<file path="config.mk">
export PLATFORM = sky130hd
export DESIGN_NAME = vid656_decoder
export DESIGN_NICKNAME = d
export VERILOG_FILES = /design/src/rtl/vid656_pkg.sv /design/src/rtl/vid656_ctrl.sv /design/src/rtl/vid656_dpath.sv /design/src/rtl/vid656_decoder.sv
export SDC_FILE = /design/constraint.sdc
export NUM_CORES = 1
export LEC_CHECK = 0
export ABC_AREA = 1
export ABC_CLOCK_PERIOD_IN_PS = 1900
export BUFFER_PORTS_ARGS = -buffer_cell sky130_fd_sc_hd__buf_2
export CELL_PAD_IN_SITES_DETAIL_PLACEMENT = 1
export CELL_PAD_IN_SITES_GLOBAL_PLACEMENT = 1
export CORE_UTILIZATION = 40
export DETAILED_ROUTE_END_ITERATION = 7
export PLACE_DENSITY_LB_ADDON = 0.1
export RECOVER_POWER = 50
export SYNTH_ARGS = -nofsm -noshare
export SYNTH_HDL_FRONTEND = slang
export SYNTH_SLANG_ARGS = --single-unit
</file>
<file path="constraint.sdc">
create_clock -name clk -period 1.9 [get_ports clk]
set_clock_uncertainty 0.1 [all_clocks]
set_input_delay 0.095 -clock clk [delete_from_list [all_inputs] [get_ports clk]]
set_output_delay 0.095 -clock clk [all_outputs]
set_load 0.05 [all_outputs]
</file>
<file path="src/rtl/vid656_pkg.sv">
package vid656_pkg;

  typedef enum logic [1:0] {
    PRE_HUNT  = 2'd0,
    PRE_ONES  = 2'd1,
    PRE_ZERO1 = 2'd2,
    PRE_ZERO2 = 2'd3
  } preState_e;

  // Strobes from control to datapath; at most one is high per cycle.
  typedef struct packed {
    logic takeCb;
    logic takeY0;
    logic emitP0;
    logic emitP1;
  } smpStb_t;

  // Protection check over the 8 significant control bits.
  function automatic logic protOk(input logic [7:0] c);
    logic f, v, h;
    f = c[6];
    v = c[5];
    h = c[4];
    return c[7] && (c[3] == (v ^ h)) && (c[2] == (f ^ h)) &&
           (c[1] == (f ^ v)) && (c[0] == (f ^ v ^ h));
  endfunction

endpackage

</file>
<file path="src/rtl/vid656_ctrl.sv">
module vid656_ctrl
  import vid656_pkg::*;
#(
  parameter int WORD_W = 8
) (
  input  logic              clk,
  input  logic              rst_n,
  input  logic [WORD_W-1:0] inWord,
  input  logic              inValid,
  output smpStb_t           stb,
  output logic              lineStart,
  output logic              fieldStart,
  output logic              fieldFlag,
  output logic              vBlank,
  output logic              hBlank,
  output logic              codeErr
);

  localparam int PH_W = 2;
  localparam logic [WORD_W-1:0] ALL_ONES = {WORD_W{1'b1}};
  localparam logic [WORD_W-1:0] ALL_ZERO = '0;

  preState_e preQ, preD;
  logic [PH_W-1:0] phaseQ;
  logic activeQ;
  logic [7:0] codeByte;
  logic padOk, codeNow, codeGood, codeBad, isSav, fsNow, sampleNow, isOnes;

  assign codeByte = inWord[WORD_W-1 -: 8];

  generate
    if (WORD_W > 8) begin : g_pad
      assign padOk = (inWord[WORD_W-9:0] == '0);
    end else begin : g_nopad
      assign padOk = 1'b1;
    end
  endgenerate

  assign isOnes    = (inWord == ALL_ONES);
  assign codeNow   = inValid && (preQ == PRE_ZERO2);
  assign codeGood  = codeNow && padOk && protOk(codeByte);
  assign codeBad   = codeNow && !codeGood;
  assign isSav     = codeGood && !codeByte[4] && !codeByte[5];
  assign fsNow     = isSav && ((codeByte == 8'h80) || (codeByte == 8'hC7)) &&
                     (vBlank || (fieldFlag != codeByte[6]));
  assign sampleNow = inValid && activeQ && (preQ == PRE_HUNT) && !isOnes;

  always_comb begin
    preD = preQ;
    if (inValid) begin
      unique case (preQ)
        PRE_HUNT:  preD = isOnes ? PRE_ONES : PRE_HUNT;
        PRE_ONES:  preD = isOnes ? PRE_ONES :
                          (inWord == ALL_ZERO) ? PRE_ZERO1 : PRE_HUNT;
        PRE_ZERO1: preD = isOnes ? PRE_ONES :
                          (inWord == ALL_ZERO) ? PRE_ZERO2 : PRE_HUNT;
        PRE_ZERO2: preD = PRE_HUNT;
        default:   preD = PRE_HUNT;
      endcase
    end
  end

  always_comb begin
    stb = '0;
    if (sampleNow) begin
      unique case (phaseQ)
        2'd0:    stb.takeCb = 1'b1;
        2'd1:    stb.takeY0 = 1'b1;
        2'd2:    stb.emitP0 = 1'b1;
        default: stb.emitP1 = 1'b1;
      endcase
    end
  end

  always_ff @(posedge clk) begin
    if (!rst_n) begin
      preQ       <= PRE_HUNT;
      phaseQ     <= '0;
      activeQ    <= 1'b0;
      fieldFlag  <= 1'b0;
      vBlank     <= 1'b1;
      hBlank     <= 1'b1;
      lineStart  <= 1'b0;
      fieldStart <= 1'b0;
      codeErr    <= 1'b0;
    end else begin
      preQ       <= preD;
      lineStart  <= isSav;
      fieldStart <= fsNow;
      codeErr    <= codeBad;
      if (codeGood) begin
        fieldFlag <= codeByte[6];
        vBlank    <= codeByte[5];
        hBlank    <= codeByte[4];
      end
      if (isSav) begin
        activeQ <= 1'b1;
        phaseQ  <= '0;
      end else if (codeGood || (inValid && isOnes)) begin
        activeQ <= 1'b0;
      end else if (sampleNow) begin
        phaseQ <= phaseQ + 1'b1;
      end
    end
  end

  // a rejected control word leaves the flags where they were
  p_err_holds_flags_r2: assert property (@(posedge clk) disable iff (!rst_n)
    codeErr |-> $stable({fieldFlag, vBlank, hBlank}));

  // a line start always follows an accepted active-video code
  p_line_clears_blank_r5: assert property (@(posedge clk) disable iff (!rst_n)
    lineStart |-> (!vBlank && !hBlank && !codeErr));

  // a field start is always also a line start
  p_field_with_line_r6: assert property (@(posedge clk) disable iff (!rst_n)
    fieldStart |-> lineStart);

  // strobes to the datapath are mutually exclusive
  p_stb_onehot_r7: assert property (@(posedge clk) disable iff (!rst_n)
    $onehot0(stb));

endmodule

</file>
<file path="src/rtl/vid656_dpath.sv">
module vid656_dpath
  import vid656_pkg::*;
#(
  parameter int WORD_W = 8
) (
  input  logic              clk,
  input  logic              rst_n,
  input  smpStb_t           stb,
  input  logic [WORD_W-1:0] inWord,
  output logic [WORD_W-1:0] pixY,
  output logic [WORD_W-1:0] pixCb,
  output logic [WORD_W-1:0] pixCr,
  output logic              pixValid
);

  logic [WORD_W-1:0] cbHold, y0Hold, crHold;

  always_ff @(posedge clk) begin
    if (!rst_n) begin
      cbHold   <= '0;
      y0Hold   <= '0;
      crHold   <= '0;
      pixY     <= '0;
      pixCb    <= '0;
      pixCr    <= '0;
      pixValid <= 1'b0;
    end else begin
      pixValid <= stb.emitP0 || stb.emitP1;
      if (stb.takeCb) cbHold <= inWord;
      if (stb.takeY0) y0Hold <= inWord;
      if (stb.emitP0) begin
        crHold <= inWord;
        pixY   <= y0Hold;
        pixCb  <= cbHold;
        pixCr  <= inWord;
      end
      if (stb.emitP1) begin
        pixY  <= inWord;
        pixCb <= cbHold;
        pixCr <= crHold;
      end
    end
  end

  // the second pixel of a pair reuses the chroma of the first
  p_pair_chroma_r7: assert property (@(posedge clk) disable iff (!rst_n)
    stb.emitP1 |=> (pixValid && $stable(crHold)));

endmodule

</file>
<file path="src/rtl/vid656_decoder.sv">
module vid656_decoder
  import vid656_pkg::*;
#(
  parameter int WORD_W = 8
) (
  input  logic              clk,
  input  logic              rst_n,
  input  logic [WORD_W-1:0] inWord,
  input  logic              inValid,
  output logic [WORD_W-1:0] pixY,
  output logic [WORD_W-1:0] pixCb,
  output logic [WORD_W-1:0] pixCr,
  output logic              pixValid,
  output logic              lineStart,
  output logic              fieldStart,
  output logic              fieldFlag,
  output logic              vBlank,
  output logic              hBlank,
  output logic              codeErr
);

  smpStb_t stb;

  vid656_ctrl #(.WORD_W(WORD_W)) u_ctrl (
    .clk(clk), .rst_n(rst_n), .inWord(inWord), .inValid(inValid), .stb(stb),
    .lineStart(lineStart), .fieldStart(fieldStart), .fieldFlag(fieldFlag),
    .vBlank(vBlank), .hBlank(hBlank), .codeErr(codeErr)
  );

  vid656_dpath #(.WORD_W(WORD_W)) u_dpath (
    .clk(clk), .rst_n(rst_n), .stb(stb), .inWord(inWord),
    .pixY(pixY), .pixCb(pixCb), .pixCr(pixCr), .pixValid(pixValid)
  );

  // pixels appear only while the flags say active video
  p_pix_in_active_r8: assert property (@(posedge clk) disable iff (!rst_n)
    pixValid |-> (!vBlank && !hBlank));

endmodule

</file>
==> flow_metrics.py, run 1 <==
metrics = {
    "die": {
        "initial_core_util_pct": 41.7,
        "die_height_um": 83.8,
        "row_count": 29,
        "die-area_mm2": 0.00703,
        "core_mm2": 0.00642,
        "die-width_um": 83.8,
        "io_pins": 42,
    },
    "clock_network": {
        "ctsHtreeMaxLevel": 3,
        "cts_tree": "done",
        "clock_latency_ps": 350,
        "clk_path_buf_depth": 2,
        "tritoncts.num_buffers": 9,
        "cts_num_sinks": 60,
        "clkSlewWorstSetupHoldPaths_ps": 70,
        "cts_root_buffer": "clkbuf_8",
        "postCtsSetupBuffers": 0,
    },
    "drt": {
        "wire_per_inst_um": 15.7,
        "detail_route.iter0.violations": 102,
        "drcViolationCount": 8,
        "via_per_inst": 5.26,
        "dr.pass1.iters": 7,
        "route.met3.wl_um": 367,
        "vias": 2598,
        "drt-total-wl_um": 7740,
        "drtAntennaViolNets": 0,
        "wl_met2_um": 3650,
        "met1Wirelength_um": 3610,
        "top_layer_used": "met4",
    },
    "sta": {
        "drv_slew": 0,
        "fin_setup_tns_ps": 0,
        "finalHoldViolCount": 0,
        "period_minus_slack_ps": 1650,
        "clock.fmax_ghz": 0.608,
        "setup_viol": 0,
        "rsz0062_at_grt": "no",
        "period_share_pct": 86.6,
        "setup_ws_ps": 254,
        "worstMarginPinSlew_ps": 605,
        "slew_headroom_pct": 59.8,
    },
    "run_status": {
        "outcome": "complete, but fails checks",
        "violations": "design-rule violations",
    },
    "power_and_ir_drop": {
        "leakagePower_nw": 1.32,
        "p_sw_share_pct": 23.2,
        "peakVddDrop_mv": 0.538,
        "clkPwrFrac_pct": 46.7,
        "p_per_area_mw_per_mm2": 827,
        "p_int_mw": 2.00,
        "switching_power_uw": 605,
        "p_comb_share_pct": 5.1,
        "pwr-share-seq_pct": 48.2,
    },
    "critical_path": {
        "crit_cells": 9,
        "crit_path_top_delay_cell": "dlygate4sd3_1",
        "path_cells": "dlygate4sd3_1, clkbuf_1, nand2_1, nor2_4, nand2_2, inv_2, nand2_1, nand2_1, a21oi_1",
        "critPathLaunchType": "input port",
        "cp.buffers_inverters": 3,
        "critPathMaxFanout": 8,
        "cp.arrival_ps": 1780,
        "r2r_end": "u_dpath.y0Hold[6]",
        "max_stage_delay_ps": 520,
        "criticalPathCategory": "input port to register",
        "r2r-start": "u_ctrl.preQ[1]",
        "cp_common_cell": "nand2_1",
        "r2r_cells": 8,
        "cp.required_ps": 2030,
        "critPathTopFamily": "simple AND/OR/NAND/NOR gates",
        "crit_path_end_kind": "register",
        "r2r_setup_slack_ps": 270,
    },
    "synthesis": {
        "netlist_area_mm2": 0.00268,
        "synth_edf_count": 0,
        "yosysSeqAreaShare_pct": 44.8,
        "synth_seq_cells": 60,
        "synthTopCellsByArea": "dfxtp_1 (45%), nand2_1 (13%), a21oi_1 (8.2%)",
        "ys_warn_count": 0,
        "ys.flop_type": "dfxtp_1",
        "synth_nets": 380,
        "ys_types": 29,
        "async_flop_share_pct": 0,
        "synthDominantCellAreaShare_pct": 44.8,
        "synth_top_area_cell": "dfxtp_1",
        "syn_area_per_cell_um2": 7.38,
        "synth_cells": 363,
    },
    "final_layout": {
        "drive_gt1_share_pct": 12.2,
        "syn_to_final_growth_pct": 17.7,
        "register_area_mm2": 0.00120,
        "fin_nets": 430,
        "final_util_pct": 49.1,
        "insertedDiodeCount": 0,
        "multi_input_area_mm2": 0.00124,
        "fillers": 844,
    },
    "global_routing": {
        "antenna_found_initial": 0,
        "grt_overflow": 0,
        "track_usage_pct": 23.4,
        "grt_max_degree": 24,
        "grt_pass1_vias": 2525,
        "grt_pass1_wl_um": 12500,
    },
    "placement": {
        "place_ws_ps": 81.0,
        "routabilityCongestion": 0.805,
        "hpwl_um": 5350,
        "io_buffers": 41,
    },
    "worst_hold_path": {
        "hold_depth": 3,
        "hold_class": "input port to register",
        "hold-path-endpoint": "u_dpath.cbHold[2]",
        "min_from": "rst_n",
    },
    "job": {
        "cap_violations": 0,
    },
}
power groups by stage:
stage / registers (mW) / logic (mW) / clock network [mW]
final: 1.26 / 0.133 / 1.22
after global routing: 1.26 / 0.145 / 1.30
after CTS: 1.26 / 0.134 / 1.24
after detailed placement: 1.29 / 0.130 / 0
after global placement: 1.29 / 0.126 / 0
after floorplan: 1.29 / 0.0746 / 0
placed cells by master, fill, tap and decap left out:
master	instances
bufinv_16	1
nand2_4	2
o21ai_0	27
inv_4	1
clkbuf_8	12
o211ai_1	4
inv_2	3
nand4_1	3
clkbuf_1	34
nor2_1	39
xor2_1	1
nand3_4	2
o21ai_1	7
nand2_1	90
nor3_1	3
ha_1	6
nand2_2	2
dfxtp_1	60
buf_4	16
inv_1	26
nor4_1	1
nand4_4	1
a21oi_1	44
nand3_1	20
dlygate4sd3_1	1
buf_2	9
nor2_4	2
cell type report:
type	instances	area share, %
Sequential cell	60	38.1
Clock buffer	14	5.48
Tap cell	77	3.06
Inverter	30	3.65
Clock inverter	1	0.952
Multi-Input combinational cell	254	39.4
Timing Repair Buffer	58	9.37
logic make-up (layout without fill, tap and decap cells):
| family | count (synthesis) | in the layout | share of synthesized area, % |
|---|---|---|---|
| buffers and inverters | 49 | 103 | 8.59 |
| AOI/OAI and AO/OA | 82 | 82 | 15.9 |
| DFF | 60 | 60 | 44.8 |
| adders and majority gates | 6 | 6 | 2.80 |
| and+or+nand+nor | 165 | 165 | 27.6 |
| xor gates and xnor gates | 1 | 1 | 0.327 |
cells in the mapped netlist (3+ instances only):
cell type / count
o21ai_0: 27
buf_2: 3
nand2_1: 90
nand2_2: 3
a21oi_1: 44
ha_1: 6
nand4_1: 3
inv_1: 25
buf_6: 4
o21ai_1: 7
inv_2: 4
dfxtp_1: 60
o211ai_1: 3
nor3_1: 3
buf_1: 3
nand3_1: 19
nor2_1: 39
clkbuf_1: 5
layer usage:
metal  track usage [%]  vias to the layer above
li1                  -                     1281
met1              30.7                     1245
met2              37.6                       64
met3              5.64                        8
met4              7.99                        0
met5                 0                        -
worst max path at each step:
stage / startpoint / endpoint / slack [ps]
after floorplan: u_ctrl.phaseQ[0] / u_dpath.pixCb[5] / 300
after global placement: inWord[4] / u_ctrl.fieldStart / 160
after detailed placement: inWord[4] / u_ctrl.fieldStart / 80
after CTS: u_ctrl.phaseQ[0] / u_dpath.pixCb[4] / 150
after global routing: u_ctrl.preQ[1] / u_dpath.pixCr[1] / 90
final: inValid / u_dpath.y0Hold[6] / 250
state kept, by name, summed over array words and instances, names as in the netlist:
name               flops
u_dpath.y0Hold         8
u_ctrl.hBlank          1
u_ctrl.preQ            2
u_dpath.pixY           8
u_ctrl.phaseQ          2
u_ctrl.activeQ         1
u_ctrl.codeErr         1
u_dpath.crHold         8
u_dpath.pixCb          8
u_dpath.pixCr          8
u_dpath.pixValid       1
u_ctrl.lineStart       1
u_ctrl.vBlank          1
u_dpath.cbHold         8
u_ctrl.fieldFlag       1
u_ctrl.fieldStart      1
worst min-delay path: stages:
cell and delay [ps]:
buf_2 180, o21ai_0 100, a21oi_1 40
through the flow:
step	power, mW	std cells	area [um^2]	hold WS [ps]
floorplan	1.36	363	2680	135
global placement	1.41	478	2990	325
detailed placement	1.42	478	2990	328
CTS	2.63	494	3200	0.400
global route	2.70	494	3150	13.7
finish	2.61	494	3150	10.3
timing repair:
item / CTS / global route
setup endpoints to repair: 0 / 4
hold endpoints to repair: 3 / 0
resized for setup: 0 / 1
hold buffers: 1 / 0
(Power assumes the default switching activity.)
==> run 2, diff against run 1 <==
PLACE_DENSITY = 0.83   (was default)
PLACE_DENSITY_LB_ADDON = default   (was 0.1)
==> run 2 against run 1 <==
Against the previous run:
- the flow still finishes with violations (design-rule violations)
- critical path depth decreased by 1
- cell area up 0.12%
- global-route usage shrank 1.2 points
- maximum frequency down 5.9%
- die area stayed put
- sequential power barely moved
- hold slack improved by 57 ps
- non-clock buffer count grew 1
- first-iteration DRC count shrank 25%
- core utilization increased by 0.058 points
- sequential share of layout area hardly changed
- largest cell class unchanged
==> flow_metrics.py, run 2 (same netlist as run 1, synthesis figures left out) <==
metrics = {
    "run_status": {
        "outcome": "complete, but fails checks",
        "violations": "design-rule violations",
    },
    "final_layout": {
        "final_util_pct": 49.2,
        "drive_gt1_share_pct": 12.4,
        "syn_to_final_growth_pct": 17.8,
        "insertedDiodeCount": 0,
        "layout_common_cells": "nand2_1 (90), dfxtp_1 (60), a21oi_1 (44), nor2_1 (39), clkbuf_1 (35)",
        "multi_input_area_mm2": 0.00125,
        "register_area_mm2": 0.00120,
        "final_cells": 495,
        "fillers": 858,
        "fin_nets": 431,
        "layout_commonest_cell": "nand2_1",
    },
    "placement": {
        "io_buffers": 41,
        "dp_cells": 477,
        "hpwl_um": 5140,
        "routabilityCongestion": 0.789,
    },
    "drt": {
        "route.met3.wl_um": 422,
        "drtAntennaViolNets": 0,
        "vias": 2585,
        "dr.pass1.iters": 6,
        "detail_route.iter0.violations": 77,
        "met1Wirelength_um": 3260,
        "wl_met2_um": 3510,
        "wire_per_inst_um": 14.9,
        "via_per_inst": 5.22,
        "drcViolationCount": 4,
        "top_layer_used": "met4",
        "drt-total-wl_um": 7380,
    },
    "worst_hold_path": {
        "hold_depth": 3,
        "hold_class": "input port to register",
    },
    "global_routing": {
        "grt_pass1_wl_um": 12000,
        "grt_overflow": 0,
        "antenna_found_initial": 0,
        "grt_pass1_vias": 2512,
        "grt_max_degree": 24,
        "track_usage_pct": 22.1,
    },
    "clock_network": {
        "cts_root_buffer": "clkbuf_8",
        "tritoncts.num_buffers": 9,
        "ctsHtreeMaxLevel": 3,
        "postCtsSetupBuffers": 0,
        "cts_num_sinks": 60,
        "clock_latency_ps": 340,
        "cts_tree": "done",
        "clkSlewWorstSetupHoldPaths_ps": 60,
        "clk_path_buf_depth": 2,
    },
    "die": {
        "die-area_mm2": 0.00703,
        "io_pins": 42,
        "initial_core_util_pct": 41.7,
        "die-width_um": 83.8,
        "core_mm2": 0.00642,
        "row_count": 29,
        "die_height_um": 83.8,
    },
    "critical_path": {
        "crit_path_end_kind": "register",
        "criticalPathCategory": "register to register",
        "cp.required_ps": 2020,
        "cp.arrival_ps": 1870,
        "critPathMaxFanout": 15,
        "r2r_cells": 8,
        "critPathLaunchType": "register",
    },
    "power_and_ir_drop": {
        "p_per_area_mw_per_mm2": 797,
        "leakagePower_nw": 1.31,
        "peakVddDrop_mv": 0.326,
    },
    "sta": {
        "hold_ws_ps": 67.0,
        "fin_setup_tns_ps": 0,
        "drv_slew": 0,
        "period_minus_slack_ps": 1750,
        "clock.fmax_ghz": 0.572,
        "worstMarginPinSlew_ps": 607,
        "period_share_pct": 92.1,
        "setup_viol": 0,
        "slew_headroom_pct": 59.7,
        "finalHoldViolCount": 0,
        "rsz0062_at_grt": "no",
    },
    "job": {
        "cap_violations": 0,
    },
}
-- run 2: final timing paths --
kind / from / to / slack [ps]
max: u_ctrl.preQ[1] / u_dpath.cbHold[5] / 150
min: inWord[5] / u_dpath.y0Hold[5] / 70
max reg2reg: u_ctrl.preQ[1] / u_dpath.cbHold[5] / 150
min reg2reg: u_dpath.cbHold[6] / u_dpath.cbHold[6] / 350
-- run 2: final cells by class --
class                      count  share of cell area [%]
clock inverter                 2                    1.11
tap                           77                    3.05
inverter                      30                    3.65
timing repair buffer          59                    9.75
clock buffer                  13                    4.72
multi-input combinational    254                    39.7
sequential                    60                    38.0
-- run 2: metal layers --
layer / global-route usage (%) / up-vias
met5: 0 / -
met4: 8.78 / 0
met3: 5.04 / 14
met2: 37.3 / 67
met1: 27.3 / 1229
li1: - / 1275
-- run 2: timing repair --
item	4_1_cts	5_1_grt
setup endpoints to repair	0	8
hold buffers	3	0
hold endpoints to repair	10	0
gates resized for setup	0	1
-- run 2: critical path, cell delays in order, from the launching register on --
cell and delay (ps):
dfxtp_1 320, inv_1 100, nand2_1 120, nor2_4 220
nand2_2 110, inv_2 220, nand2_4 160, o21ai_0 230
a21oi_1 60
-- run 2: where the power goes --
group / switching [mW] / total, mW / internal (mW)
Sequential: 0.0000229 / 1.26 / 1.26
Combinational: 0.0929 / 0.135 / 0.0424
Clock: 0.488 / 1.12 / 0.634
-- run 2: metrics by stage --
step | power, mW | worst slack [ps] | cell area (um^2)
after floorplan | 1.36 | 303 | 2680
after global placement | 1.41 | 136 | 2980
after detailed placement | 1.42 | 78.0 | 2980
after CTS | 2.53 | 109 | 3190
after global routing | 2.60 | 13.7 | 3160
final | 2.52 | 151 | 3160
==> run 3, diff against run 2 <==
--- a/config.mk
+++ b/config.mk
@@ -10,7 +10,5 @@
 export BUFFER_PORTS_ARGS = -buffer_cell sky130_fd_sc_hd__buf_2
-export CELL_PAD_IN_SITES_DETAIL_PLACEMENT = 1
-export CELL_PAD_IN_SITES_GLOBAL_PLACEMENT = 1
 export CORE_UTILIZATION = 40
 export DETAILED_ROUTE_END_ITERATION = 7
-export PLACE_DENSITY = 0.83
+export PLACE_DENSITY = 0.65
 export RECOVER_POWER = 50
==> constraint.sdc (replaced) <==
create_clock -name clk -period 1.9 [get_ports clk]
set_clock_uncertainty 0.1 [all_clocks]
set_input_delay 0.38 -clock clk [delete_from_list [all_inputs] [get_ports clk]]
set_output_delay 0.38 -clock clk [all_outputs]
set_load 0.05 [all_outputs]
==> run 3 against run 2 <==
Against the previous run:
- the run still ends with design-rule violations left
- sequential share of layout area shrank 0.62 points
- via count fell by 4.5%
- register-to-register slack better by 99 ps
- critical path type is now register to output pin
- global-route usage is 1.8 points lower
- clock power up 20%
- critical endpoint is now fieldFlag
- highest routed layer unchanged
- cell area rose by 1.7%
- sequential power about the same
- total power rose by 8.5%
- critical path depth shrank 7
- largest cell class unchanged
- largest power group is now the clock network
- die area is the same
- final cell count grew 0.20%
==> flow_metrics.py, run 3 (same netlist as run 1, synthesis figures left out) <==
metrics = {
    "placement": {
        "hpwl_um": 4510,
        "io_buffers": 41,
        "dp_cells": 480,
        "routabilityCongestion": 0.858,
        "place_area_mm2": 0.00301,
    },
    "global_routing": {
        "grt_max_degree": 30,
        "grt_pass1_vias": 2354,
        "track_usage_pct": 20.4,
        "grt_overflow": 0,
        "grt_pass1_wl_um": 11300,
        "antenna_found_initial": 0,
    },
    "worst_hold_path": {
        "hold_class": "input port to register",
    },
    "drt": {
        "met1Wirelength_um": 3050,
        "detail_route.iter0.violations": 120,
        "drtAntennaViolNets": 0,
        "dr.pass1.iters": 7,
        "drt-total-wl_um": 6550,
        "vias": 2468,
        "top_layer_used": "met4",
        "wl_met2_um": 3140,
        "drcViolationCount": 6,
        "via_per_inst": 4.98,
        "wire_per_inst_um": 13.2,
        "route.met3.wl_um": 290,
    },
    "clock_network": {
        "clk_path_buf_depth": 2,
        "ctsHtreeMaxLevel": 3,
        "cts_num_sinks": 60,
        "cts_root_buffer": "clkbuf_8",
        "clkSlewWorstSetupHoldPaths_ps": 60,
        "postCtsSetupBuffers": 0,
        "tritoncts.num_buffers": 9,
        "cts_tree": "done",
        "cts_resized": 0,
        "clock_latency_ps": 340,
        "ctsHoldBuffers": 0,
    },
    "run_status": {
        "outcome": "complete, but fails checks",
        "violations": "design-rule violations",
    },
    "final_layout": {
        "layout_commonest_cell": "nand2_1",
        "final_cells": 496,
        "syn_to_final_growth_pct": 19.8,
        "drive_gt1_share_pct": 13.8,
        "fin_nets": 431,
        "final_area_mm2": 0.00321,
        "insertedDiodeCount": 0,
        "layout_common_cells": "nand2_1 (90), dfxtp_1 (60), a21oi_1 (44), nor2_1 (39), clkbuf_1 (33)",
    },
    "critical_path": {
        "critPathTopFamily": "buffers and inverters",
        "cp.buffers_inverters": 1,
        "crit_path_end_kind": "output pin",
        "max_stage_delay_ps": 490,
        "criticalPathCategory": "register to output pin",
        "cp.required_ps": 1420,
        "cp.arrival_ps": 1190,
        "critPathLaunchType": "register",
        "critPathMaxFanout": 4,
        "crit_path_top_delay_cell": "clkbuf_1",
        "path_cells": "clkbuf_1",
    },
    "power_and_ir_drop": {
        "peakVddDrop_mv": 0.317,
        "leakagePower_nw": 1.34,
        "p_per_area_mw_per_mm2": 850,
    },
    "sta": {
        "fin_setup_tns_ps": 0,
        "slew_headroom_pct": 59.6,
        "rsz0062_at_grt": "no",
        "worstMarginPinSlew_ps": 608,
        "clock.fmax_ghz": 0.598,
        "period_minus_slack_ps": 1670,
        "drv_slew": 0,
        "hold_ws_ps": 258,
        "setup_viol": 0,
        "finalHoldViolCount": 0,
        "period_share_pct": 88.0,
    },
    "die": {
        "core_mm2": 0.00642,
        "die_height_um": 83.8,
        "die-width_um": 83.8,
        "row_count": 29,
        "die-area_mm2": 0.00703,
        "io_pins": 42,
        "initial_core_util_pct": 41.7,
    },
    "job": {
        "cap_violations": 0,
    },
}
==> run 3: cell count changes in the layout (fill, tap and decap cells not counted), moves of 2 or more <==
| cell | before | now |
|---|---|---|
| dlygate4sd3_1 | 3 | 0 |
| clkbuf_1 | 35 | 33 |
| clkbuf_8 | 10 | 12 |
| buf_4 | 15 | 17 |
==> run 3: cell type report <==
| cell class | instances | area, um^2 |
|---|---|---|
| Clock buffer | 13 | 169 |
| Clock inverter | 3 | 67.6 |
| Fill cell | 655 | 3210 |
| Inverter | 30 | 115 |
| Multi-Input combinational cell | 254 | 1250 |
| Sequential cell | 60 | 1200 |
| Tap cell | 77 | 96.3 |
| Timing Repair Buffer | 59 | 313 |
==> run 3: routing by layer <==
layer | vias up | global-route usage (%)
met5 | - | 0
met4 | 0 | 5.17
met3 | 8 | 5.04
met2 | 54 | 34.3
met1 | 1130 | 26.0
li1 | 1276 | -
==> run 3: worst register-to-register path, stage by stage, from the launching register on <==
cell	delay, ps
dfxtp_1	360
inv_1	100
ha_1	260
o211ai_2	460
nand2_1	110
nand2_1	90
nor2_1	40
nor2_1	70
==> run 3: path summary, 6_finish.rpt <==
check / startpoint / endpoint / slack [ps] / cells past startpoint
hold reg to reg: u_dpath.cbHold[5] / u_dpath.cbHold[5] / 350 / 2
hold / removal: inValid / u_ctrl.activeQ / 260 / 4
setup / recovery: u_ctrl.fieldFlag / fieldFlag / 230 / 1
setup reg to reg: u_ctrl.phaseQ[0] / u_dpath.pixCr[0] / 250 / 7
==> run 3: metrics by stage <==
step           worst slack [ps]  utilization, %  power, mW
5_1_grt                    84.0            50.0       2.82
3_3_place_gp               36.7            46.9       1.41
6_report                    229            50.0       2.73
2_1_floorplan               103               -       1.36
4_1_cts                     217            50.6       2.75
3_5_place_dp               12.9            46.9       1.42
==> run 3: where the power goes <==
group	switching, mW	internal, mW	total [mW]	leakage [nW]
Sequential	0.0000208	1.26	1.26	0.483
Combinational	0.0893	0.0412	0.130	0.744
Clock	0.494	0.847	1.34	0.116
